==> src/rtl/tmr_pkg.sv <==
package tmr_pkg;
  localparam int OFF_CTRL   = 'h004;
  localparam int OFF_CFG    = 'h100;
  localparam int OFF_CNT_LO = 'h104;
  localparam int OFF_CNT_HI = 'h108;
  localparam int OFF_CMP_LO = 'h10C;
  localparam int OFF_CMP_HI = 'h110;
  localparam int OFF_IE     = 'h114;
  localparam int OFF_STAT   = 'h118;
  localparam int OFF_TEST   = 'h11C;

  localparam int CNT_W      = 64;
  localparam int STEP_LSB   = 16;

  // Count after one tick.
  function automatic logic [CNT_W-1:0] f_advance(input logic [CNT_W-1:0] cnt,
                                                 input logic [7:0] inc);
    return cnt + CNT_W'(inc);
  endfunction

  // True when the count has reached the compare value.
  function automatic logic f_reached(input logic [CNT_W-1:0] cnt,
                                     input logic [CNT_W-1:0] cmp);
    return cnt >= cmp;
  endfunction
endpackage

==> src/rtl/tmr_prescaler.sv <==
module tmr_prescaler #(
  parameter int PRE_W = 12
) (
  input  logic             clk_i,
  input  logic             rst_ni,
  input  logic             run_i,
  input  logic [PRE_W-1:0] limit_i,
  output logic             tick_o
);
  logic [PRE_W-1:0] div_q;

  assign tick_o = run_i && (div_q >= limit_i);

  always_ff @(posedge clk_i or negedge rst_ni) begin
    if (!rst_ni)              div_q <= '0;
    else if (!run_i || tick_o) div_q <= '0;
    else                      div_q <= div_q + 1'b1;
  end
endmodule

==> src/rtl/tmr_counter.sv <==
module tmr_counter #(
  parameter int CW = 64,
  parameter int SW = 8
) (
  input  logic          clk_i,
  input  logic          rst_ni,
  input  logic          tick_i,
  input  logic [SW-1:0] inc_i,
  output logic [CW-1:0] count_o
);
  import tmr_pkg::*;

  logic [CW-1:0] cnt_q;
  assign count_o = cnt_q;

  always_ff @(posedge clk_i or negedge rst_ni) begin
    if (!rst_ni)     cnt_q <= '0;
    else if (tick_i) cnt_q <= f_advance(cnt_q, inc_i);
  end
endmodule

==> src/rtl/tmr_regs.sv <==
module tmr_regs #(
  parameter int ADDR_W = 12,
  parameter int DW     = 32,
  parameter int PRE_W  = 12,
  parameter int SW     = 8,
  localparam int CW    = 2 * DW
) (
  input  logic              clk_i,
  input  logic              rst_ni,
  input  logic              req_i,
  input  logic              we_i,
  input  logic [ADDR_W-1:0] addr_i,
  input  logic [DW-1:0]     wdata_i,
  output logic [DW-1:0]     rdata_o,
  input  logic [CW-1:0]     count_i,
  input  logic              hit_i,
  output logic              run_o,
  output logic [PRE_W-1:0]  limit_o,
  output logic [SW-1:0]     inc_o,
  output logic [CW-1:0]     cmp_o,
  output logic              ien_o,
  output logic              st_o,
  output logic              st_set_o,
  output logic              st_clr_o
);
  import tmr_pkg::*;

  logic          run_q, ien_q, st_q;
  logic [PRE_W-1:0] lim_q;
  logic [SW-1:0] inc_q;
  logic [DW-1:0] cmp_lo_q, cmp_hi_q;
  logic          wr;

  assign wr = req_i && we_i;

  function automatic logic at(input logic [ADDR_W-1:0] a, input int off);
    return a == ADDR_W'(off);
  endfunction

  assign st_set_o = ien_q && ((run_q && hit_i) ||
                    (wr && at(addr_i, OFF_TEST) && wdata_i[0]));
  assign st_clr_o = wr && at(addr_i, OFF_STAT) && wdata_i[0];

  always_ff @(posedge clk_i or negedge rst_ni) begin
    if (!rst_ni) begin
      run_q    <= 1'b0;
      lim_q    <= '0;
      inc_q    <= SW'(1);
      cmp_lo_q <= '1;
      cmp_hi_q <= '1;
      ien_q    <= 1'b0;
      st_q     <= 1'b0;
    end else begin
      if (wr && at(addr_i, OFF_CTRL))   run_q <= wdata_i[0];
      if (wr && at(addr_i, OFF_CFG)) begin
        lim_q <= wdata_i[PRE_W-1:0];
        inc_q <= wdata_i[STEP_LSB +: SW];
      end
      if (wr && at(addr_i, OFF_CMP_LO)) cmp_lo_q <= wdata_i;
      if (wr && at(addr_i, OFF_CMP_HI)) cmp_hi_q <= wdata_i;
      if (wr && at(addr_i, OFF_IE))     ien_q <= wdata_i[0];
      if (st_set_o)      st_q <= 1'b1;
      else if (st_clr_o) st_q <= 1'b0;
    end
  end

  always_comb begin
    rdata_o = '0;
    if (req_i && !we_i) begin
      if (at(addr_i, OFF_CTRL))   rdata_o = DW'(run_q);
      if (at(addr_i, OFF_CFG))    rdata_o = (DW'(inc_q) << STEP_LSB) | DW'(lim_q);
      if (at(addr_i, OFF_CNT_LO)) rdata_o = count_i[DW-1:0];
      if (at(addr_i, OFF_CNT_HI)) rdata_o = count_i[CW-1:DW];
      if (at(addr_i, OFF_CMP_LO)) rdata_o = cmp_lo_q;
      if (at(addr_i, OFF_CMP_HI)) rdata_o = cmp_hi_q;
      if (at(addr_i, OFF_IE))     rdata_o = DW'(ien_q);
      if (at(addr_i, OFF_STAT))   rdata_o = DW'(st_q);
    end
  end

  assign run_o   = run_q;
  assign limit_o = lim_q;
  assign inc_o   = inc_q;
  assign cmp_o   = {cmp_hi_q, cmp_lo_q};
  assign ien_o   = ien_q;
  assign st_o    = st_q;
endmodule

==> src/rtl/tick_timer64.sv <==
module tick_timer64 #(
  parameter int ADDR_W = 12,
  parameter int DW     = 32,
  parameter int PRE_W  = 12,
  parameter int SW     = 8,
  localparam int CW    = 2 * DW
) (
  input  logic              clk_i,
  input  logic              rst_ni,
  input  logic              req_i,
  input  logic              we_i,
  input  logic [ADDR_W-1:0] addr_i,
  input  logic [DW-1:0]     wdata_i,
  output logic [DW-1:0]     rdata_o,
  output logic              mtip_o,
  output logic              irq_o
);
  import tmr_pkg::*;

  logic             run, tick, hit, ien, st, st_set, st_clr, mtip_q;
  logic [PRE_W-1:0] limit;
  logic [SW-1:0]    inc;
  logic [CW-1:0]    count, cmp;

  tmr_regs #(.ADDR_W(ADDR_W), .DW(DW), .PRE_W(PRE_W), .SW(SW)) u_regs (
    .clk_i(clk_i), .rst_ni(rst_ni), .req_i(req_i), .we_i(we_i),
    .addr_i(addr_i), .wdata_i(wdata_i), .rdata_o(rdata_o),
    .count_i(count), .hit_i(hit), .run_o(run), .limit_o(limit),
    .inc_o(inc), .cmp_o(cmp), .ien_o(ien), .st_o(st),
    .st_set_o(st_set), .st_clr_o(st_clr)
  );

  tmr_prescaler #(.PRE_W(PRE_W)) u_pre (
    .clk_i(clk_i), .rst_ni(rst_ni), .run_i(run), .limit_i(limit), .tick_o(tick)
  );

  tmr_counter #(.CW(CW), .SW(SW)) u_cnt (
    .clk_i(clk_i), .rst_ni(rst_ni), .tick_i(tick), .inc_i(inc), .count_o(count)
  );

  assign hit = f_reached(count, cmp);

  always_ff @(posedge clk_i or negedge rst_ni) begin
    if (!rst_ni)  mtip_q <= 1'b0;
    else if (run) mtip_q <= hit;
  end

  assign mtip_o = mtip_q;
  assign irq_o  = st && ien;
endmodule

==> config.mk <==
export PLATFORM = sky130hd
export DESIGN_NAME = tick_timer64
export DESIGN_NICKNAME = d
export VERILOG_FILES = /design/src/rtl/tmr_pkg.sv /design/src/rtl/tmr_prescaler.sv /design/src/rtl/tmr_counter.sv /design/src/rtl/tmr_regs.sv /design/src/rtl/tick_timer64.sv
export SDC_FILE = /design/constraint.sdc
export NUM_CORES = 1
export LEC_CHECK = 0
export BUFFER_PORTS_ARGS = -buffer_cell sky130_fd_sc_hd__buf_2
export CORE_MARGIN = 10
export CORE_UTILIZATION = 55
export DETAILED_ROUTE_END_ITERATION = 6
export PLACE_DENSITY = 0.77
export RECOVER_POWER = 25
export SLEW_MARGIN = 10
export SYNTH_ARGS = -nofsm -noshare
export SYNTH_HDL_FRONTEND = slang
export SYNTH_SLANG_ARGS = --single-unit
==> constraint.sdc <==
create_clock -name clk_i -period 2.5 [get_ports clk_i]
set_input_delay 0.125 -clock clk_i [delete_from_list [all_inputs] [get_ports clk_i]]
set_output_delay 0.125 -clock clk_i [all_outputs]
set_load 0.005 [all_outputs]
# Word level (Yosys, flattened, before mapping)
# Index checks and enable logic that the tools add are counted.
# classes
n_addsub	2
magnitude_cmp	2
eq_ne	9
n_mux	12
bitwise_logic	1
reduce_logical	20
# ops
op	n
$mux W32	8
$eq A12 B9 Y1 const B	8
$add A64 B8 Y64	1
$ge A64 B64 Y1	1
$or A24 B12 Y24	1
$logic_and A1 B1 Y1	15
$add A12 B1 Y12 const B	1
$eq A12 B3 Y1 const B	1
$ge A12 B12 Y1	1
$mux W12	1
$mux W1	3
$logic_not A1 Y1	2
$logic_or A1 B1 Y1	2
$reduce_bool A2 Y1	1
# word_totals
reg_bits	164
in_bits	48
output_inout_bits	34
word_cells	56

# Logic depth before layout (Yosys ltp)
# Gate-level depths: netlist of the first run.
# logic_depth
depth_word	10
depth_mapped	12
mapped_depth_nobuf	10

# Modules after synthesis
# Synthesis of the first run repeated with hierarchy kept, for this count alone.
# unflattened
hier_cells	1054
hier_area_um2	10552.6
# by_module_without_submodules
mod	n_inst	cells_per_inst	area_per_inst_um2	seq_area_each_um2
tmr_regs	1	426	4753.3	2258.4
tmr_counter	1	288	3178.0	1601.5
tick_timer64	1	237	1630.3	25.0
tmr_prescaler	1	103	991.0	300.3

# Worst setup path after synthesis of the first run
# Ideal clock, no wire load.
# synth_timing
path_kind	register -> register
startpoint	register u_regs.inc_q[0] (netlist: u_regs.inc_o[0])
endpoint	register u_cnt.cnt_q[34] (netlist: u_cnt.count_o[34])
arrival_time_ns	2.566
path_slack_ns	-0.191
stages_incl_launch_ff	11
synth_period_minus_slack_ns	2.691
path_cell_list	dfstp_2 ha_1 inv_1 fa_1 nor2b_1 o31a_1 o21ai_0 or2_4 nor4_4 nand3_1 xnor2_1
# synth_between
elab_chain_cells	1
# synth_lines
element	line_no	source
from (decl)	tmr_regs.sv:30	logic [SW-1:0] inc_q;
from (signal assigned)	tmr_regs.sv:57	inc_q <= wdata_i[STEP_LSB +: SW];
$add A64 B8 Y64	tmr_pkg.sv:18	return cnt + CNT_W'(inc);
to (signal assigned)	tmr_counter.sv:18	else if (tick_i) cnt_q <= f_advance(cnt_q, inc_i);
to (decl)	tmr_counter.sv:13	logic [CW-1:0] cnt_q;
# Every way passes these cells.
# A chain may end at the register's enable or synchronous reset.

# Worst setup path after layout of the first run
# layout_timing
startpoint	register u_regs.inc_q[0] (netlist: u_regs.inc_o[0])
endpoint	register u_cnt.cnt_q[36] (netlist: u_cnt.count_o[36])
# The elaborated chain is that of the path after synthesis.

==> reports/results.ini, run 1 <==
[status]
status=finished, violations left
failed_checks=capacitance limit, slew limit, setup timing

[setup_path]
reg2regPathDepth=11
worstSetupStartpoint=u_regs.inc_o[0]$_DFFE_PN1P_
rr_startpoint=u_regs.inc_o[0]$_DFFE_PN1P_
r2r_end=u_cnt.count_o[36]$_DFFE_PN0P_
cp.arrival_ns=2.99
start_kind=register
worst-r2r-setup-slack_ns=-0.18
setup.worst_path.end=u_cnt.count_o[36]$_DFFE_PN0P_
cp-end-kind=register
required_ns=2.82
worst-setup-path-type=register to register
path_max_fanout=8

[placed_design]
routabilityCongestion=0.944
hpwlAfterDp_um=20600
pre_cts_ws_ns=-0.872
placed_area_mm2=0.0116
port-buffer-count=81

[global_route]
grt_start_max_net_pins=65
grt_pass1_vias=9340
grt_pass1_wl_um=48400
track_usage_pct=24.8
antenna_found_initial=1
overflow=0

[sta]
max_freq_mhz=374
slew_headroom_pct=-9.91
rsz0062_at_grt=yes
slew_viol_final=65
timing.final.crit_period_ns=2.68
setup_tns_ns=-3.05
post-route-period-util_pct=107
finClkSkew_ns=0.0105
fin_ws_ns=-0.177
hold_violations=0
setup_violations=37
worst_pin_slew_ns=1.65

[synth]
synthXorXnorAreaFrac_pct=6.16
synthAdderAreaFrac_pct=10.9
yosys_warnings=0
syn_avg_cell_area_um2=10.2
ys_top_cells_by_area=dfrtp_1 (25%), dfstp_2 (17%), ha_1 (11%), mux2_2 (7.9%), a22oi_1 (3.2%)
synth-compound-area-share_pct=13.2
synth_ff_type=dfrtp_1
syn-num-nets=1111
ys_seq_area_share_pct=42.0
postSynthCellCount=977
synth_top_area_share_pct=24.9
ys_seq_elements=164
synth_enable_flop_cells=0
synth_top_family_by_area=simple AND/OR/NAND/NOR gates
synthSimpleGateAreaFrac_pct=14.2
synthMuxAreaShare_pct=8.60
ys_types=71
synth_top_area_cell=dfrtp_1
synth_area_mm2=0.00996
async_flop_share_pct=100

[routing]
routed_wirelength_um=30900
routed_via_density=6.18
ant_nets=0
post_drt_wl_per_cell_um=21.1
vias=9046
dr.pass1.iters=6
drt-initial-drc-count=858
drc_errors=0

[finish]
nNetsFinal=1356
drive_above_1_share_pct=39.2
antenna_cells=0
syn_to_final_growth_pct=32.1
final_cell_area_mm2=0.0132

[clock_tree]
insertion_delay_ns=0.43
cts.htree.levels=4
cts_tree=done
clock_path_buffers=2
root_buffer=clkbuf_16
cts.clk_slew.worst_paths_ns=0.07
cts_buffers=17
clock_sinks=164

[min_path]
hp-class=input pin to register
worstHoldStart=wdata_i[0]
worst_hold_path.num_cells=2

[floorplanning]
fp.dieH_um=155
num_rows=49
die_w_um=155
core-area_mm2=0.0179
io_pins=82
die_area_mm2=0.0239
start_util_pct=55.6

[run]
maxCapViolations=1

[pwr]
power_mw=5.79
p_leak_nw=6.20
power_density_mw_per_mm2=440
ir_drop_mv=0.485

## cell usage after synthesis, types with 35 or more instances
library cell and number:
dfrtp_1 99, inv_1 86, ha_1 85, mux2_2 70, dfstp_2 65, nand2_1 60
a21oi_1 57, nor2_1 49, nand3_1 44, a22oi_1 43, xnor2_1 35, xor2_1 35
## what timing repair did
action                                  CTS  global route
buffers inserted                          8             9
hold buffers                             32             0
endpoints found under the setup margin   40            72
resized for setup                        45            59
pin swaps                                11            29
endpoints found under the hold margin   121             0
gates cloned                              1             0
## how the worst min path moves through the flow
stage                                endpoint  slack, ns
6_report       u_regs.cmp_hi_q[0]$_DFFE_PN1P_       0.04
5_1_grt        u_regs.cmp_hi_q[0]$_DFFE_PN1P_       0.06
4_1_cts              u_regs.ien_o$_DFFE_PN0P_       0.04
3_5_place_dp    u_cnt.count_o[62]$_DFFE_PN0P_       0.17
3_3_place_gp    u_cnt.count_o[62]$_DFFE_PN0P_       0.17
2_1_floorplan              mtip_o$_DFFE_PN0P_      -0.17
## per-layer routing
layer  global-route usage [%]  routed length, um  up-vias
met3                     6.30               2800       96
met5                        0                 11        -
met4                     9.27               1040        2
li1                         -                  -     4049
met2                     40.3              15000      439
met1                     31.0              12100     4460
## report_power, final
part	total (mW)	switching, mW	internal, mW	leakage [nW]
combinational	0.214	0.126	0.0878	3.90
sequential	2.67	0.00394	2.67	1.99
clock	2.90	1.10	1.80	0.311
total	5.79	1.23	4.56	6.20
## critical path, stage by stage (launching register included)
cell	delay [ns]
dfstp_2	0.58
ha_4	0.15
inv_2	0.03
fa_2	0.35
nor2b_2	0.15
o31a_1	0.25
o21ai_2	0.13
or2_4	0.28
nor4_4	0.24
buf_6	0.19
nand2_2	0.08
xnor2_2	0.14
## cells in the final DEF (no fill, tap or decap), types with 19 or more instances in the layout
cell type	netlist	final
buf_2	10	80
nand2_1	60	57
xnor2_1	35	34
mux2_2	70	70
nand3_1	44	38
dlygate4sd3_1	0	32
nor2_1	49	36
ha_1	85	79
buf_4	1	134
nand4_1	23	23
o21ai_0	34	29
dfstp_2	65	65
dfrtp_1	99	98
a21oi_1	57	54
a22oi_1	43	43
a222oi_1	19	19
xor2_1	35	35
inv_1	86	82
## per-stage QoR
stage                     hold WS (ns)  utilization [%]  instances
after CTS                       0.0421             71.6       1455
after floorplan                 -0.171                -        977
after global placement           0.168             64.5       1382
after global routing            0.0590             73.5       1464
after detailed placement         0.168             64.5       1382
final                           0.0423             73.5       1464
## registers in the layout, summed over array words and instances (netlist names)
register / count
u_cnt.count_o: 64
u_regs.st_o: 1
u_regs.limit_o: 12
u_pre.div_q: 12
u_regs.ien_o: 1
u_regs.inc_o: 8
u_regs.cmp_hi_q: 32
u_regs.run_o: 1
u_regs.cmp_lo_q: 32
mtip_o: 1
## logic make-up (layout without fill, tap and decap cells)
family                   count (synthesis)  in the layout
AO/OA/AOI/OAI                          197            197
XOR/XNOR                                70             70
adder cells (fa/ha/maj)                 86             86
buffers and inverters                  122            380
flip-flops                             164            164
multiplexers                            76             76
AND/OR/NAND/NOR                        262            262
## cell type report
class | count | area (um2)
clock buffer | 20 | 447
clock inverter | 12 | 201
fill | 1156 | 4750
inverter | 86 | 323
multi-input combinational | 691 | 5770
sequential | 164 | 4190
tap | 229 | 287
timing repair buffer | 262 | 1940
Power figures use the tool's default switching activity.
==> run 2, diff against run 1 <==
--- a/config.mk
+++ b/config.mk
@@ -6,10 +6,12 @@
 export NUM_CORES = 1
 export LEC_CHECK = 0
 export BUFFER_PORTS_ARGS = -buffer_cell sky130_fd_sc_hd__buf_2
+export CELL_PAD_IN_SITES_DETAIL_PLACEMENT = 0
+export CELL_PAD_IN_SITES_GLOBAL_PLACEMENT = 2
 export CORE_MARGIN = 10
-export CORE_UTILIZATION = 55
+export CORE_UTILIZATION = 40
 export DETAILED_ROUTE_END_ITERATION = 6
-export PLACE_DENSITY = 0.77
+export PLACE_DENSITY_LB_ADDON = 0.1
 export RECOVER_POWER = 25
 export SLEW_MARGIN = 10
 export SYNTH_ARGS = -nofsm -noshare
==> constraint.sdc (replaced) <==
create_clock -name clk_i -period 2.8 [get_ports clk_i]
set_input_delay 0.14 -clock clk_i [delete_from_list [all_inputs] [get_ports clk_i]]
set_output_delay 0.14 -clock clk_i [all_outputs]
set_load 0.005 [all_outputs]
==> reports/results.ini, run 2 (same netlist as run 1, synthesis figures left out) <==
[sta]
finClkSkew_ns=0.0163
post-route-period-util_pct=96.3
setup_violations=0
slew_headroom_pct=16.1
max_freq_mhz=371
rsz0062_at_grt=yes
hold_violations=0
slew_viol_final=0
worst_pin_slew_ns=1.26
timing.final.crit_period_ns=2.70

[setup_path]
r2r_end=u_regs.st_o$_DFFE_PN0P_
worst-r2r-setup-slack_ns=0.10
cp-end-kind=register
rr_startpoint=u_regs.cmp_lo_q[0]$_DFFE_PN1P_
worstSetupStartpoint=u_regs.cmp_lo_q[0]$_DFFE_PN1P_
required_ns=3.12
path_max_fanout=3
cp.arrival_ns=3.02
worst-setup-path-type=register to register
start_kind=register
reg2regPathDepth=8

[finish]
fin_util_pct=49.6
largest_reg_flops=64
antenna_cells=0
layout_commonest_cell=dfrtp_1
syn_to_final_growth_pct=21.4
nNetsFinal=1267
final_cell_area_mm2=0.0121
final_cell_mix=dfrtp_1 (99), inv_1 (86), ha_1 (84)
drive_above_1_share_pct=29.8

[min_path]
worst_hold_path.num_cells=2
hp-class=input pin to register
holdPathEnd=u_regs.limit_o[0]$_DFFE_PN0P_
worstHoldStart=wdata_i[0]

[status]
status=finished clean

[placed_design]
hpwlAfterDp_um=21700
port-buffer-count=81
placed_area_mm2=0.0111
routabilityCongestion=0.855

[clock_tree]
cts_buffers=17
root_buffer=clkbuf_16
clock_path_buffers=2
cts.clk_slew.worst_paths_ns=0.08
cts_tree=done
insertion_delay_ns=0.44
clock_sinks=164
cts.htree.levels=4

[routing]
routed_wirelength_um=29500
vias=7948
drc_errors=0
routed_via_density=5.41
dr.pass1.iters=7
drt-initial-drc-count=606
post_drt_wl_per_cell_um=20.1
ant_nets=0

[floorplanning]
num_rows=57
fp.dieH_um=178
die_w_um=178
start_util_pct=40.8
die_area_mm2=0.0316
core-area_mm2=0.0244
io_pins=82

[global_route]
track_usage_pct=19.2
antenna_found_initial=0
grt_pass1_vias=8173
grt_pass1_wl_um=47600
grt_start_max_net_pins=59
overflow=0

[pwr]
ir_drop_mv=0.317
power_density_mw_per_mm2=405
p_leak_nw=5.49
power_mw=4.90

[run]
maxCapViolations=0

==> run 2: changes by cell type in the layout (fill, tap and decap cells not counted), sizes merged <==
cell	change
buf	-88
bufinv	-5
clkbuf	-4
clkinv	+2
clkinvlp	+1
inv	+5
==> run 2: per-layer routing <==
layer / track usage [%] / wire, um / vias to the layer above
met5: 0 / 0 / -
met4: 3.79 / 208 / 0
met1: 28.3 / 14900 / 3942
li1: - / - / 3857
met3: 3.34 / 1280 / 13
met2: 28.9 / 13100 / 136
==> run 2: final cells by class <==
type                            count  area, um2
Fill cell                        2358      12300
Multi-Input combinational cell    691       5360
Sequential cell                   164       4190
Timing Repair Buffer              173       1230
Clock buffer                       17        425
Tap cell                          324        405
Inverter                           86        323
Clock inverter                     15        163
==> run 2: timing repair <==
action	CTS	global route
endpoints found under the hold margin	124	0
hold buffers	32	0
buffers inserted	0	2
gates resized for setup	6	10
pin swaps	1	5
endpoints found under the setup margin	6	25
==> run 2: worst max-delay path by stage <==
stage	slack [ns]	end	cells past startpoint
2_1_floorplan	0.11	u_cnt.count_o[34]$_DFFE_PN0P_	10
3_3_place_gp	-0.52	u_regs.st_o$_DFFE_PN0P_	8
3_5_place_dp	-0.55	u_regs.st_o$_DFFE_PN0P_	8
4_1_cts	0.003	u_cnt.count_o[42]$_DFFE_PN0P_	11
5_1_grt	-0.03	u_cnt.count_o[46]$_DFFE_PN0P_	11
6_report	0.10	u_regs.st_o$_DFFE_PN0P_	8
==> run 2: metrics by stage <==
| stage | hold slack (ns) | setup slack [ns] | setup TNS (ns) | cells |
|---|---|---|---|---|
| finish | 0.0441 | 0.104 | 0 | 1470 |
| global route | 0.0514 | -0.0342 | -0.0525 | 1470 |
| detailed placement | 0.122 | -0.550 | -1.03 | 1404 |
| global placement | 0.115 | -0.524 | -0.990 | 1404 |
| floorplan | -0.156 | 0.109 | 0 | 977 |
| CTS | 0.0378 | 0.00345 | 0 | 1468 |
==> run 2: power by group <==
part | switching (mW) | internal, mW
registers | 0.00346 | 2.38
logic | 0.109 | 0.0754
clock network | 1.14 | 1.19
==> run 2: worst max-delay path, stage by stage (launching register included) <==
cell and delay, ns:
dfstp_2 0.54, ha_1 0.21, nand2b_1 0.17, a2111oi_4 0.42
nor4_2 0.10, nor4_2 0.41, o21ai_2 0.14, a211o_1 0.33
a41o_1 0.25
